## src/rtl/can_test_pinmux.sv

```systemverilog
module can_test_pinmux (
  input  logic        clk,
  input  logic        rst_n,
  input  logic        test_en,
  input  logic        wr_en,
  input  logic [15:0] wr_data,
  input  logic        core_tx,
  input  logic        rx_pin,
  input  logic        sample_pt,
  output logic        tx_pin,
  output logic        core_rx,
  output logic [15:0] test_reg,
  output logic        basic_mode
);

  localparam int B_BASIC  = 0;
  localparam int B_SILENT = 3;
  localparam int B_LOOP   = 4;
  localparam int B_TXLO   = 5;
  localparam int B_TXHI   = 6;

  typedef enum logic [1:0] {TX_CORE = 2'b00, TX_SAMPLE = 2'b01,
                            TX_DOM = 2'b10, TX_REC = 2'b11} tx_code_t;

  logic     basic_q, silent_q, loop_q;
  tx_code_t txc_q;
  logic     rx_s1, rx_s2;

  always_ff @(posedge clk or negedge rst_n) begin
    if (!rst_n) begin
      basic_q  <= 1'b0;
      silent_q <= 1'b0;
      loop_q   <= 1'b0;
      txc_q    <= TX_CORE;
    end else if (!test_en) begin
      basic_q  <= 1'b0;
      silent_q <= 1'b0;
      loop_q   <= 1'b0;
      txc_q    <= TX_CORE;
    end else if (wr_en) begin
      basic_q  <= wr_data[B_BASIC];
      silent_q <= wr_data[B_SILENT];
      loop_q   <= wr_data[B_LOOP];
      txc_q    <= tx_code_t'(wr_data[B_TXHI:B_TXLO]);
    end
  end

  always_ff @(posedge clk or negedge rst_n) begin
    if (!rst_n) begin
      rx_s1 <= 1'b1;
      rx_s2 <= 1'b1;
    end else begin
      rx_s1 <= rx_pin;
      rx_s2 <= rx_s1;
    end
  end

  always_comb begin
    unique case (txc_q)
      TX_CORE:   tx_pin = silent_q ? 1'b1 : core_tx;
      TX_SAMPLE: tx_pin = sample_pt;
      TX_DOM:    tx_pin = 1'b0;
      TX_REC:    tx_pin = 1'b1;
      default:   tx_pin = 1'b1;
    endcase
  end

  assign core_rx    = loop_q ? core_tx : rx_s2;
  assign basic_mode = basic_q;
  assign test_reg   = {8'h00, rx_s2, txc_q, loop_q, silent_q, 2'b00, basic_q};

endmodule

```

## config.mk

```make
export PLATFORM = sky130hd
export DESIGN_NAME = can_test_pinmux
export DESIGN_NICKNAME = d
export VERILOG_FILES = /design/src/rtl/can_test_pinmux.sv
export SDC_FILE = /design/constraint.sdc
export NUM_CORES = 1
export LEC_CHECK = 0
export BUFFER_PORTS_ARGS = -buffer_cell sky130_fd_sc_hd__clkbuf_2
export CAP_MARGIN = 20
export CELL_PAD_IN_SITES_DETAIL_PLACEMENT = 1
export CELL_PAD_IN_SITES_GLOBAL_PLACEMENT = 2
export CORE_UTILIZATION = 18
export CTS_CLUSTER_SIZE = 28
export DETAILED_ROUTE_END_ITERATION = 12
export PLACE_DENSITY = 0.9
export SYNTH_ARGS = -nofsm -noshare
export SYNTH_HDL_FRONTEND = slang
export SYNTH_SLANG_ARGS = --single-unit
```

## constraint.sdc

```tcl
create_clock -name clk -period 2.46 [get_ports clk]
set_input_delay 0.492 -clock clk [delete_from_list [all_inputs] [get_ports clk]]
set_output_delay 0.492 -clock clk [all_outputs]
set_load 0.005 [all_outputs]
```

Word-level counts from Yosys, hierarchy flattened. Cells that the tools add are included.

Eq/ne operators: 4. Mux-type cells: 11. Reductions and logical operators: 1.

Operator list (number): $mux 1 (8); $eq 2x2->1 const B (2); $mux 2 (2); $pmux 1 s4 (1); $eq 2x1->1 const B (1); $logic_not 2->1 (1); $ne 2x1->1 const B (1).

Flip-flop bits (word level): 7. Input port bits: 23. Output and inout bits: 19.

Depth between registers and ports, before layout.
Depth in word-level cells: 2. Gate-level depth with buffers: 3. Gate-level depth less buffers: 2.

Least setup slack after synthesis. Ideal clock, no wire load.

Path kind: input -> output. Start: in core_tx. End: out core_rx. Arrival time: 747 ps. Setup slack: 1221 ps. Stages: 1. Path buffers: 0. Cells stage by stage: mux2_2.

Word-level cells in the longest chain between the ends: 1.

Ends and longest elaborated chain: start: declaration (line 7) `input logic core_tx,`; $mux 1 (line 68) `assign core_rx = loop_q ? core_tx : rx_s2;`; end: declaration (line 11) `output logic core_rx,`.

No other way between the ends.

Worst setup path after layout.
Start: reg txc_q[0]. End: out tx_pin.

Word-level cells in the longest chain between the ends: 2.

Ends and longest elaborated chain: start: declaration (line 26) `tx_code_t txc_q;`; start signal: assignment (line 44) `txc_q <= tx_code_t'(wr_data[B_TXHI:B_TXLO]);`; $eq 2x2->1, or another cell as far along (line 59) `unique case (txc_q)`; $pmux 1 s4 * (line 59); end: declaration (line 10) `output logic tx_pin,`.

Every way passes the cells marked *; elsewhere a longest branch is shown, timed or not.

==> run metrics <==
result of the run=finished, final reports clean; final hold vios=0; n_diodes=0; worst vdd ir=0.125 mV; average cell area after synthesis=11.0 sq um; top post-synthesis cells by area=dfrtp_1 31%, buf_4 26%, dfstp_2 13%, mux2i_1 12%, nor2b_1 7.7%; Cell Area, Synth=407 sq um; first-pass GRT wire length=1300 um; CTS Root Cell=clkbuf_4; core area=2040 sq um; top-area cell type share of the netlist area=30.8%; num rows=16; Nets=79; Max H-tree Level=1; Fmax=644 MHz; Syn-to-layout area delta=19.1%; Max Root-Sink Buffers=2; chip width=49.5 um; Inst Count DP=78; synthesized flop and latch total=7; # clock sinks=7; commonest non-fill, non-tap cells in the layout=20 x clkbuf_2, 10 x conb_1, 5 x mux2i_1, 5 x nor2b_1, 5 x dfrtp_1; Antenna Nets Post-Route=0; Tcrit/Tclk final=63.1%; warnings from Yosys=0; initial antenna violation count=0; Pleak=0.000266 uW; routed wire length=802 um; final cell count without fillers=82; First DRT Iteration DRCs=3; CP required=1.97 ns; vias in the first global route=278; Post CTS Setup Buffer Count=0; wire per inst=9.78 um; die area=2450 sq um; routed vias=278; most common cell after layout, fill and taps aside=clkbuf_2; grt ovf=0; # fillers=259; DR DRC count=0; largest net degree at the start of global routing=8; max-cap viol count=0; Avg Vias per Cell=3.39; count of pins over their slew limit=0; GP Congestion=0.635; CTS tree=done; PD cells=559 nW/um^2; min Tclk post-route=1.55 ns; All-Layer GR Usage=7.87%; cell count after synthesis=37; Total Neg Setup Slack=0 ns; PortBufs=20; Pre-antenna DRT Iters=2; count of different cell masters after synthesis=11; RSZ-0062 raised after global routing=no; Die H=49.5 um; CP startpoint kind=register; layout cells sized above 1=47.3%; clk_lat worst skew=0.24 ns; final setup fails=0; post-synthesis sequential area ratio=43.7%; CP Max Fanout=4; Worst-path clk slew=0.05 ns; CP arrival=1.06 ns; detailed placement HPWL=681 um; Hold Crit Class=in2async; Starting Density=19.9%; Crit. End Element=output pin; hold_buf cts=0; leading area contributor after synthesis=dfrtp_1; Tot Pwr=271 uW; number of top-level pins=42; post-cts resize count=0; CTS buffer count=3; critical path type=reg2out; clock skew=0.0000233 ns
-- logic make-up (layout without fill, tap and decap cells) --
kind of cell / Yosys count / after routing / share of synthesized area (%)
DFF: 7 / 7 / 43.7
buffers and inverters: 15 / 24 / 28.6
and+or+nand+nor: 6 / 6 / 8.61
muxes: 6 / 6 / 15.1
other: 1 / 10 / 0.922
AOI/OAI and AO/OA: 2 / 2 / 3.08
-- Yosys cell counts --
cell and count:
mux2_2 1, o21ai_0 1, buf_6 1, mux2i_1 5
buf_4 14, o31ai_1 1, conb_1 1, dfstp_2 2
nor2_1 1, nor2b_1 5, dfrtp_1 5
-- critical path, stage by stage, from the launching register on --
cell and delay [ns]:
dfrtp_1 0.41, o31ai_1 0.25, clkbuf_2 0.15
-- sequential cells by signal (all words and copies together) (netlist names) --
signal      flops
txc_q           2
basic_mode      1
loop_q          1
rx_s1           1
rx_s2           1
silent_q        1
-- metal layers --
layer  global-route usage [%]  vias up  routed length [um]
met4                     7.14        0                  12
met3                     4.01        2                  69
li1                         -      131                   -
met5                        0        -                   0
met2                     11.9       14                 399
met1                     7.74      131                 320
-- layout make-up --
cell class	instances	area [sq um]	share of cell area [%]
Clock buffer	4	26.3	5.43
Timing Repair Buffer	20	100	20.7
Sequential cell	7	178	36.7
Multi-Input combinational cell	24	146	30.2
Tap cell	27	33.8	6.98
-- report_power, final --
| group | total, uW | internal (uW) | switching [uW] |
|---|---|---|---|
| Combinational | 40.6 | 20.6 | 20.0 |
| Clock | 102 | 61.8 | 40.5 |
| Sequential | 128 | 123 | 4.74 |
-- final timing paths --
kind | from | endpoint | slack, ns | depth (start not counted)
worst max-delay path | txc_q[0] | tx_pin | 0.91 | 2
worst min-delay path | rst_n | txc_q[0] | 0.07 | 1
worst max register to register | txc_q[0] | txc_q[0] | 1.72 | 2
worst min register to register | rx_s1 | rx_s2 | 0.36 | 0
max in group asynchronous | rst_n | rx_s1 | 2.14 | 1
min in group clk | rx_pin | rx_s1 | 0.34 | 1
-- metrics by stage --
step           setup WS (ns)  cell area, sq um  hold WS, ns  utilization (%)
2_1_floorplan           1.22               440        0.196                -
3_3_place_gp            1.00               458        0.335             22.4
3_5_place_dp           0.984               458        0.340             22.4
4_1_cts                0.872               484       0.0704             23.7
5_1_grt                0.816               484       0.0690             23.7
6_report               0.908               484       0.0741             23.7
No activity file was read; power rests on OpenSTA's default activity.
